--- config.mk ---
export PLATFORM = sky130hd
export DESIGN_NAME = adc_sweep_seq
export DESIGN_NICKNAME = d
export VERILOG_FILES = /design/src/rtl/adc_seq_pkg.sv /design/src/rtl/adc_seq_chan_pick.sv /design/src/rtl/adc_seq_ctrl.sv /design/src/rtl/adc_seq_fifo.sv /design/src/rtl/adc_sweep_seq.sv
export SDC_FILE = /design/constraint.sdc
export NUM_CORES = 1
export LEC_CHECK = 0
export BUFFER_PORTS_ARGS = -buffer_cell sky130_fd_sc_hd__buf_2
export CAP_MARGIN = 40
export CORE_MARGIN = 1.5
export CORE_UTILIZATION = 45
export DETAILED_ROUTE_END_ITERATION = 6
export PLACE_DENSITY = 0.67
export RECOVER_POWER = 25
export SETUP_SLACK_MARGIN = 0.05
export SLEW_MARGIN = 10
export SYNTH_ARGS = -nofsm -noshare
export SYNTH_HDL_FRONTEND = slang
export SYNTH_HIERARCHICAL = 1
export SYNTH_SLANG_ARGS = --single-unit
export TNS_END_PERCENT = 1
--- constraint.sdc ---
create_clock -name clk -period 9.93 [get_ports clk]
set_clock_uncertainty 0.15 [all_clocks]
set_input_delay 1.986 -clock clk [delete_from_list [all_inputs] [get_ports clk]]
set_output_delay 1.986 -clock clk [all_outputs]
set_load 0.005 [all_outputs]
--- src/rtl/adc_seq_pkg.sv ---
package adc_seq_pkg;

  typedef enum logic [1:0] {
    SEQ_IDLE  = 2'd0,
    SEQ_ISSUE = 2'd1,
    SEQ_WAIT  = 2'd2
  } seq_state_e;

endpackage

--- src/rtl/adc_seq_chan_pick.sv ---
module adc_seq_chan_pick #(
  parameter int CH_N = 16,
  localparam int CH_W = $clog2(CH_N)
) (
  input  logic [CH_N-1:0] mask_i,
  input  logic [CH_W:0]   from_i,
  output logic            found_o,
  output logic [CH_W-1:0] idx_o
);

  // Lowest set bit at or above from_i; scanning downward leaves the lowest.
  always_comb begin
    found_o = 1'b0;
    idx_o   = '0;
    for (int i = CH_N - 1; i >= 0; i--) begin
      if (mask_i[i] && (int'(from_i) <= i)) begin
        found_o = 1'b1;
        idx_o   = CH_W'(i);
      end
    end
  end

endmodule

--- src/rtl/adc_seq_ctrl.sv ---
module adc_seq_ctrl
  import adc_seq_pkg::*;
#(
  parameter int CH_N  = 16,
  parameter int RES_W = 12,
  parameter int CNT_W = 4,
  localparam int CH_W   = $clog2(CH_N),
  localparam int WORD_W = CH_W + RES_W
) (
  input  logic              clk,
  input  logic              rst_n,
  input  logic [CH_N-1:0]   cfg_chan_en,
  input  logic              cfg_sweep_en,
  input  logic [CNT_W-1:0]  cfg_conv_cnt,
  input  logic              cfg_tag_en,
  input  logic              trig,
  output logic              conv_start,
  output logic [CH_W-1:0]   conv_chan,
  input  logic              conv_done,
  input  logic [RES_W-1:0]  conv_data,
  output logic              busy,
  output logic              push_valid,
  output logic [WORD_W-1:0] push_word
);

  seq_state_e         state_q;
  logic [CH_N-1:0]    mask_q;
  logic               sweep_q;
  logic               tag_q;
  logic [CNT_W-1:0]   cnt_q;
  logic [CNT_W-1:0]   pass_q;
  logic [CH_W-1:0]    cur_q;
  logic [CH_W-1:0]    first_q;

  logic               first_found;
  logic [CH_W-1:0]    first_idx;
  logic               next_found;
  logic [CH_W-1:0]    next_idx;
  logic               accept;
  logic               last_pass;

  adc_seq_chan_pick #(.CH_N(CH_N)) u_pick_first (
    .mask_i  (cfg_chan_en),
    .from_i  ('0),
    .found_o (first_found),
    .idx_o   (first_idx)
  );

  adc_seq_chan_pick #(.CH_N(CH_N)) u_pick_next (
    .mask_i  (mask_q),
    .from_i  ({1'b0, cur_q} + (CH_W+1)'(1)),
    .found_o (next_found),
    .idx_o   (next_idx)
  );

  assign accept    = trig && (state_q == SEQ_IDLE) && first_found;
  assign last_pass = (pass_q == cnt_q);

  always_ff @(posedge clk or negedge rst_n) begin
    if (!rst_n) begin
      state_q <= SEQ_IDLE;
      mask_q  <= '0;
      sweep_q <= 1'b0;
      tag_q   <= 1'b0;
      cnt_q   <= '0;
      pass_q  <= '0;
      cur_q   <= '0;
      first_q <= '0;
    end else begin
      unique case (state_q)
        SEQ_IDLE: begin
          if (accept) begin
            state_q <= SEQ_ISSUE;
            mask_q  <= cfg_chan_en;
            sweep_q <= cfg_sweep_en;
            tag_q   <= cfg_tag_en;
            cnt_q   <= cfg_conv_cnt;
            pass_q  <= '0;
            cur_q   <= first_idx;
            first_q <= first_idx;
          end
        end
        SEQ_ISSUE: state_q <= SEQ_WAIT;
        SEQ_WAIT: begin
          if (conv_done) begin
            if (sweep_q && next_found) begin
              cur_q   <= next_idx;
              state_q <= SEQ_ISSUE;
            end else if (last_pass) begin
              state_q <= SEQ_IDLE;
            end else begin
              pass_q  <= pass_q + CNT_W'(1);
              cur_q   <= first_q;
              state_q <= SEQ_ISSUE;
            end
          end
        end
        default: state_q <= SEQ_IDLE;
      endcase
    end
  end

  assign conv_start = (state_q == SEQ_ISSUE);
  assign conv_chan  = cur_q;
  assign busy       = (state_q != SEQ_IDLE);
  assign push_valid = (state_q == SEQ_WAIT) && conv_done;
  assign push_word  = tag_q ? {cur_q, conv_data} : {{CH_W{1'b0}}, conv_data};

  AST_START_ONE_CYCLE: assert property (@(posedge clk) disable iff (!rst_n)
    conv_start |=> !conv_start);
  AST_ZERO_MASK_IGNORED: assert property (@(posedge clk) disable iff (!rst_n)
    (!busy && trig && (cfg_chan_en == '0)) |=> !busy);
  AST_BUSY_TRIG_NO_RESTART: assert property (@(posedge clk) disable iff (!rst_n)
    (busy && trig && !conv_done) |=> $stable(conv_chan));
  AST_PUSH_ONLY_BUSY: assert property (@(posedge clk) disable iff (!rst_n)
    push_valid |-> busy);
  AST_START_NEEDS_BUSY: assert property (@(posedge clk) disable iff (!rst_n)
    conv_start |-> busy);

endmodule

--- src/rtl/adc_seq_fifo.sv ---
module adc_seq_fifo #(
  parameter int DEPTH = 16,
  parameter int W     = 16,
  localparam int AW   = (DEPTH > 1) ? $clog2(DEPTH) : 1,
  localparam int CW   = $clog2(DEPTH + 1)
) (
  input  logic          clk,
  input  logic          rst_n,
  input  logic          clr,
  input  logic          push,
  input  logic [W-1:0]  push_word,
  input  logic          rd_ready,
  output logic          rd_valid,
  output logic [W-1:0]  rd_data,
  output logic [CW-1:0] count,
  output logic          overflow
);

  logic [W-1:0]  mem [DEPTH];
  logic [AW-1:0] wp_q, rp_q;
  logic [CW-1:0] cnt_q;
  logic          ovf_q;
  logic          empty, full, pop_fire, push_ok;

  assign empty    = (cnt_q == '0);
  assign full     = (cnt_q == CW'(DEPTH));
  assign pop_fire = rd_ready && !empty;
  assign push_ok  = push && (!full || pop_fire);

  function automatic logic [AW-1:0] bump(input logic [AW-1:0] p);
    return (p == AW'(DEPTH - 1)) ? '0 : p + AW'(1);
  endfunction

  always_ff @(posedge clk or negedge rst_n) begin
    if (!rst_n) begin
      wp_q  <= '0;
      rp_q  <= '0;
      cnt_q <= '0;
      ovf_q <= 1'b0;
    end else if (clr) begin
      wp_q  <= '0;
      rp_q  <= '0;
      cnt_q <= '0;
      ovf_q <= 1'b0;
    end else begin
      if (push_ok)  wp_q <= bump(wp_q);
      if (pop_fire) rp_q <= bump(rp_q);
      cnt_q <= cnt_q + CW'(push_ok) - CW'(pop_fire);
      if (push && !push_ok) ovf_q <= 1'b1;
    end
  end

  always_ff @(posedge clk) begin
    if (push_ok && !clr) mem[wp_q] <= push_word;
  end

  assign rd_valid = !empty;
  assign rd_data  = empty ? '0 : mem[rp_q];
  assign count    = cnt_q;
  assign overflow = ovf_q;

  AST_COUNT_BOUNDED: assert property (@(posedge clk) disable iff (!rst_n)
    count <= CW'(DEPTH));
  AST_OVF_STICKY: assert property (@(posedge clk) disable iff (!rst_n)
    (overflow && !clr) |=> overflow);
  AST_CLEAR_EMPTIES: assert property (@(posedge clk) disable iff (!rst_n)
    clr |=> (count == '0) && !overflow);
  AST_EMPTY_READS_ZERO: assert property (@(posedge clk) disable iff (!rst_n)
    !rd_valid |-> (rd_data == '0));
  AST_SIMUL_PUSH_POP: assert property (@(posedge clk) disable iff (!rst_n)
    (push && rd_ready && rd_valid && !clr) |=> $stable(count));

endmodule

--- src/rtl/adc_sweep_seq.sv ---
module adc_sweep_seq #(
  parameter int CH_N       = 16,
  parameter int RES_W      = 12,
  parameter int CNT_W      = 4,
  parameter int FIFO_DEPTH = 16,
  localparam int CH_W      = $clog2(CH_N),
  localparam int WORD_W    = CH_W + RES_W,
  localparam int FCNT_W    = $clog2(FIFO_DEPTH + 1)
) (
  input  logic              clk,
  input  logic              rst_n,
  input  logic [CH_N-1:0]   cfg_chan_en,
  input  logic              cfg_sweep_en,
  input  logic [CNT_W-1:0]  cfg_conv_cnt,
  input  logic              cfg_tag_en,
  input  logic              trig,
  input  logic              fifo_clr,
  output logic              conv_start,
  output logic [CH_W-1:0]   conv_chan,
  input  logic              conv_done,
  input  logic [RES_W-1:0]  conv_data,
  output logic              busy,
  output logic [FCNT_W-1:0] fifo_count,
  output logic              overflow,
  output logic              rd_valid,
  input  logic              rd_ready,
  output logic [WORD_W-1:0] rd_data
);

  logic              push_valid;
  logic [WORD_W-1:0] push_word;

  adc_seq_ctrl #(
    .CH_N  (CH_N),
    .RES_W (RES_W),
    .CNT_W (CNT_W)
  ) u_ctrl (
    .clk          (clk),
    .rst_n        (rst_n),
    .cfg_chan_en  (cfg_chan_en),
    .cfg_sweep_en (cfg_sweep_en),
    .cfg_conv_cnt (cfg_conv_cnt),
    .cfg_tag_en   (cfg_tag_en),
    .trig         (trig),
    .conv_start   (conv_start),
    .conv_chan    (conv_chan),
    .conv_done    (conv_done),
    .conv_data    (conv_data),
    .busy         (busy),
    .push_valid   (push_valid),
    .push_word    (push_word)
  );

  adc_seq_fifo #(
    .DEPTH (FIFO_DEPTH),
    .W     (WORD_W)
  ) u_fifo (
    .clk       (clk),
    .rst_n     (rst_n),
    .clr       (fifo_clr),
    .push      (push_valid),
    .push_word (push_word),
    .rd_ready  (rd_ready),
    .rd_valid  (rd_valid),
    .rd_data   (rd_data),
    .count     (fifo_count),
    .overflow  (overflow)
  );

endmodule

==> impl_metrics.json, run 1 <==
{
  "finalHoldWorstSlack_ps": 330,
  "cts_setup_buffers": 0,
  "fin_util": 0.524,
  "cts_buffer_depth": 3,
  "min_period_over_period": 0.519,
  "met1Wirelength_um": 12100,
  "grt_pass1_vias": 7429,
  "antenna_found_initial": 0,
  "drtAntennaViolNets": 0,
  "ys_warn_count": 6,
  "placed_area_um2": 14200,
  "max_stage_delay_ps": 730,
  "hold_path.class": "reg2reg",
  "postSynthCellCount": 844,
  "ys_seq_area_frac": 0.670,
  "antenna_cells": 0,
  "crit_path_start_kind": "flop",
  "clk_pin_slew_ps": 60,
  "gp_congestion": 0.865,
  "clock_latency_ps": 570,
  "status": "completed",
  "end_kind": "output pin",
  "tightest_slew_ps": 936,
  "synth-edff-count": 256,
  "dr.max_layer_used": "met4",
  "wl_um": 27700,
  "fill_cells": 2372,
  "syn_area_um2": 13300,
  "cap_violations": 0,
  "p_leak_nw": 5.27,
  "grt_max_degree": 51,
  "fmax_mhz": 194,
  "worstSetupPathType": "reg2out",
  "rows": 62,
  "drive_gt1_frac": 0.258,
  "area_delta_synth_final_pct": 13.8,
  "ios": 69,
  "fin_tns_setup_ps": 0,
  "layout_commonest_cell": "edfxtp_1",
  "hold_viol": 0,
  "io_buffers": 68,
  "cp_top_family": "simple AND/OR/NAND/NOR gates",
  "setup_viol": 0,
  "met2_length_um": 13600,
  "final_max_slew_viol_count": 0,
  "grt_pass1_wl_um": 42700,
  "start_util": 0.461,
  "numCtsBuffers": 31,
  "required_ps": 7790,
  "ir_worst_vdd_uv": 164,
  "fin_area_um2": 15200,
  "maxSlewHeadroom": 0.376,
  "post_drt_wl_per_cell_um": 20.7,
  "die_h_um": 175,
  "htreeDepth": 1,
  "grt_overflow": 0,
  "cts_tree": "built",
  "grt_util_all_layers": 0.184,
  "powerDensity_nw_per_um2": 252,
  "post_cts_resized": 0,
  "via_per_inst": 5.56,
  "hpwl_um": 17700,
  "fin_total_pwr_mw": 3.82,
  "fp.coreArea_um2": 28900,
  "rsz0062_at_grt": "no",
  "mostFrequentLayoutCells": "256 x edfxtp_1, 102 x nand2_1, 64 x mux4_2, 58 x buf_2, 48 x dfrtp_1",
  "route.met3.wl_um": 1610,
  "nets": 981,
  "syn_avg_cell_area_um2": 15.8,
  "dieArea_um2": 30700,
  "drt_iter0_markers": 650,
  "cp_max_fo": 16,
  "vias": 7433,
  "min_period_ps": 5160,
  "ys_types": 67,
  "ys.flop_type": "edfxtp_1",
  "drc": 0,
  "die_w_um": 175,
  "cts-root-buf": "clkbuf_16",
  "synthArstFlopShare": 0.163,
  "cts_hold_buffers": 0,
  "path_buf_inv": 2,
  "crit_slowest_cell": "nand2b_1",
  "crit_chain": "inv_1, ha_1, or4b_1, nand2b_1, o21ai_0, buf_2",
  "dr.pass1.iters": 5,
  "crit_arrival_ps": 3020,
  "synth-seq-cells": 306,
  "numClockSinks": 306
}
## layout make-up
type | instances | area, um2 | share of cell area
inverter | 13 | 48.8 | 0.00322
sequential | 306 | 8940 | 0.589
timing repair buffer | 94 | 628 | 0.0414
clock inverter | 19 | 196 | 0.0129
tap | 384 | 480 | 0.0317
clock buffer | 38 | 802 | 0.0529
multi-input combinational | 482 | 4070 | 0.268
## synth_stat cells, types with 4 or more instances
cell      count  area share
a21boi_1      4      0.0023
a21oi_1      19      0.0071
a22oi_1       6      0.0034
a22oi_2      10      0.0094
and2_1       11      0.0052
and3_1        8      0.0038
buf_2        15      0.0056
buf_4        12      0.0068
buf_6        11      0.0093
clkbuf_1     11      0.0031
dfrtp_1      50       0.094
edfxtp_1    256        0.58
ha_1         12       0.011
inv_1        11      0.0031
mux2_2        5      0.0042
mux2i_1      23       0.017
mux4_2       64        0.11
nand2_1     102       0.029
nand2b_1     10      0.0047
nand3_1      34       0.013
nand4_1       7      0.0033
nor2_1       38       0.011
nor2b_1       6      0.0028
nor3_1        6      0.0023
o211ai_1      5      0.0028
o21ai_0      18      0.0068
o21ai_1      15      0.0056
o31ai_1       4      0.0023
xnor2_1       7      0.0046
xor2_1        5      0.0033
## power breakdown
| group | internal (mW) | switching (mW) | total [mW] |
|---|---|---|---|
| combinational | 0.489 | 0.596 | 1.08 |
| clock | 0.655 | 0.478 | 1.13 |
| sequential | 1.51 | 0.0927 | 1.60 |
| total | 2.66 | 1.17 | 3.82 |
## state kept, by name (all words and copies together), names as in the netlist
signal and cells:
u_ctrl/mask_q 16, u_ctrl/cnt_q 4, u_fifo/rp_q 4, u_ctrl/first_q 4, u_ctrl/sweep_q 1, u_fifo/mem 256, u_fifo/wp_q 4, u_ctrl/conv_chan 4
u_ctrl/tag_q 1, u_fifo/count 5, u_ctrl/state_q 2, u_fifo/overflow 1, u_ctrl/pass_q 4
## worst paths after layout
path,slack [ps],start,to,depth (start not counted)
min,330,u_ctrl/mask_q[4],u_ctrl/mask_q[4],2
min reg2reg,330,u_ctrl/mask_q[4],u_ctrl/mask_q[4],2
min in group asynchronous,1370,rst_n,u_ctrl/mask_q[3],2
max reg2reg,6180,u_ctrl/conv_chan[2],u_ctrl/conv_chan[3],11
max in group asynchronous,7730,rst_n,u_fifo/rp_q[0],2
max,4770,u_fifo/count[3],rd_data[1],6
## layer usage
metal,global-route usage,vias up
li1,-,3408
met1,0.255,3778
met2,0.309,220
met3,0.0296,27
met4,0.0424,0
met5,0,-
## tightest hold or removal path: cells and delay by family (launching register included)
kind	cells	cell delay, ps
DFF	1	340
and+or+nand+nor	2	100
## cells by family after synthesis
family | count (synthesis) | share of synthesized area
compound gates | 106 | 0.0570
xor+xnor | 12 | 0.00788
fa+ha+maj | 13 | 0.0128
buf+inv | 66 | 0.0308
flops | 306 | 0.670
mux | 92 | 0.130
other cells | 1 | 0.000281
simple gates | 248 | 0.0913
## stage by stage
stage                     cells  worst slack [ps]
final                      1336              4770
after global routing       1336              4570
after CTS                  1336              4670
after detailed placement   1279              5270
after global placement     1269              4930
after floorplan             854              5490
(Power assumes the default switching activity.)
==> run 2, diff against run 1 <==
- PLACE_DENSITY: 0.67 -> 0.69
- clock period: 9.93 -> 4.71 ns (I/O delays scaled with it)
==> run 2 against run 1 <==
Compared with the run above:
- final cell count is 0.37% higher
- global-route usage up 0.25 points
- total power up 110%
- sequential cell count is the same
- count of clock-buffer cells in the layout rose by 4
- register-to-register slack lost 4900 ps
- worst hold slack gained 6.5 ps
- die area did not move
- non-clock buffer count up 4
- first-iteration DRC count up 1.8%
- sequential power increased by 110%
- critical endpoint is now rd_data[15]
- largest cell class unchanged
==> impl_metrics.json, run 2 (same netlist as run 1, synthesis figures left out) <==
{
  "status": "completed",
  "cp_max_fo": 10,
  "grt_overflow": 0,
  "mostFrequentLayoutCells": "256 x edfxtp_1, 102 x nand2_1, 64 x mux4_2, 57 x buf_2, 48 x dfrtp_1",
  "biggestRegsByFlops": "u_fifo/mem (256), u_ctrl/mask_q (16), u_fifo/count (5)",
  "rrSetupSlack_ps": 1240,
  "post-place-ws_ps": 983,
  "crit_arrival_ps": 3020,
  "rows": 62,
  "end_kind": "output pin",
  "die_w_um": 175,
  "top_register": "u_fifo/mem",
  "drc": 0,
  "path_buf_inv": 3,
  "vias": 7483,
  "rr_startpoint": "u_ctrl/state_q[0]",
  "grt_pass1_vias": 7530,
  "setup_viol": 0,
  "crit_slowest_cell": "or4b_1",
  "numClockSinks": 306,
  "cts-root-buf": "clkbuf_16",
  "fin_tns_setup_ps": 0,
  "die_h_um": 175,
  "reg2reg_to": "u_fifo/mem[0][8]",
  "cts_buffer_depth": 3,
  "grt_util_all_layers": 0.187,
  "cp_top_family": "simple AND/OR/NAND/NOR gates",
  "post_cts_resized": 0,
  "rsz0062_at_grt": "no",
  "endpoint": "rd_data[15]",
  "finalHoldWorstSlack_ps": 337,
  "drtAntennaViolNets": 0,
  "htreeDepth": 1,
  "cap_violations": 0,
  "gp_congestion": 0.883,
  "layout_commonest_cell": "edfxtp_1",
  "ir_worst_vdd_uv": 324,
  "io_buffers": 68,
  "powerDensity_nw_per_um2": 539,
  "dieArea_um2": 30700,
  "fin_total_pwr_mw": 8.19,
  "area_delta_synth_final_pct": 14.0,
  "clk_pin_slew_ps": 60,
  "required_ps": 3620,
  "cts_setup_buffers": 0,
  "maxSlewHeadroom": 0.0704,
  "p_leak_nw": 5.32,
  "cts_tree": "built",
  "min_period_ps": 4110,
  "start_util": 0.461,
  "nets": 985,
  "hold_viol": 0,
  "setup_ws_ps": 602,
  "fp.coreArea_um2": 28900,
  "via_per_inst": 5.58,
  "hpwl_um": 18200,
  "ios": 69,
  "antenna_cells": 0,
  "crit_path_start_kind": "flop",
  "numCtsBuffers": 31,
  "worstSetupPathType": "reg2out",
  "drive_gt1_frac": 0.266,
  "hold_path.class": "reg2reg",
  "cts_hold_buffers": 0,
  "dr.pass1.iters": 5,
  "critPathLaunch": "u_fifo/count[3]",
  "clock_latency_ps": 560,
  "drt_iter0_markers": 662,
  "wl_um": 28000,
  "antenna_found_initial": 0,
  "crit_chain": "inv_1, ha_1, or4b_1, and3b_1, buf_8, a22oi_1, o21ai_0, buf_2",
  "fmax_mhz": 243,
  "max_stage_delay_ps": 610,
  "worst-path-stages": 8,
  "grt_max_degree": 37,
  "tightest_slew_ps": 1390,
  "grt_pass1_wl_um": 43800,
  "min_period_over_period": 0.872,
  "final_max_slew_viol_count": 0,
  "largest_reg_flops": 256,
  "post_drt_wl_per_cell_um": 20.8,
  "reg2regPathDepth": 7
}
## run 2: report_power, final
part	internal (mW)	switching, mW	total, mW
combinational	1.03	1.24	2.27
clock	1.52	0.988	2.51
sequential	3.19	0.229	3.41
total	5.73	2.45	8.19
## run 2: worst register-to-register path: cells and delay by family, from the launching register on
family,cells,cell delay [ps]
AND/OR/NAND/NOR,4,1590
buffers and inverters,2,430
AO/OA/AOI/OAI,1,570
flip-flops,1,410
## run 2: layer usage
metal | vias up | GRT usage | share of wire
met2 | 236 | 0.301 | 0.48
li1 | 3418 | - | -
met5 | - | 0 | 0
met3 | 33 | 0.0318 | 0.060
met1 | 3796 | 0.268 | 0.45
met4 | 0 | 0.0438 | 0.017
## run 2: how the worst min path moves through the flow
stage                     depth (start not counted)  slack (ps)                end               from
after floorplan                                   2         290   u_ctrl/mask_q[5]   u_ctrl/mask_q[5]
after global placement                            2         310  u_ctrl/first_q[0]  u_ctrl/first_q[0]
after detailed placement                          2         320  u_ctrl/first_q[0]  u_ctrl/first_q[0]
after CTS                                         1         170  u_ctrl/mask_q[13]              rst_n
after global routing                              2         360  u_ctrl/first_q[0]  u_ctrl/first_q[0]
final                                             2         340  u_ctrl/first_q[0]  u_ctrl/first_q[0]
## run 2: metrics by stage
stage,utilization,cells,area [um2]
3_3_place_gp,0.487,1279,14100
6_report,0.525,1341,15200
2_1_floorplan,-,854,13400
4_1_cts,0.526,1340,15200
3_5_place_dp,0.489,1282,14100
5_1_grt,0.525,1341,15200
## run 2: area by class of cell
type | count | area (um2)
inverters | 13 | 48.8
multi-input cells | 482 | 4070
repair buffers | 98 | 583
flip-flops and latches | 306 | 8940
well taps | 384 | 480
clock buffers | 42 | 872
fillers | 2348 | 13700
clock inverters | 16 | 193
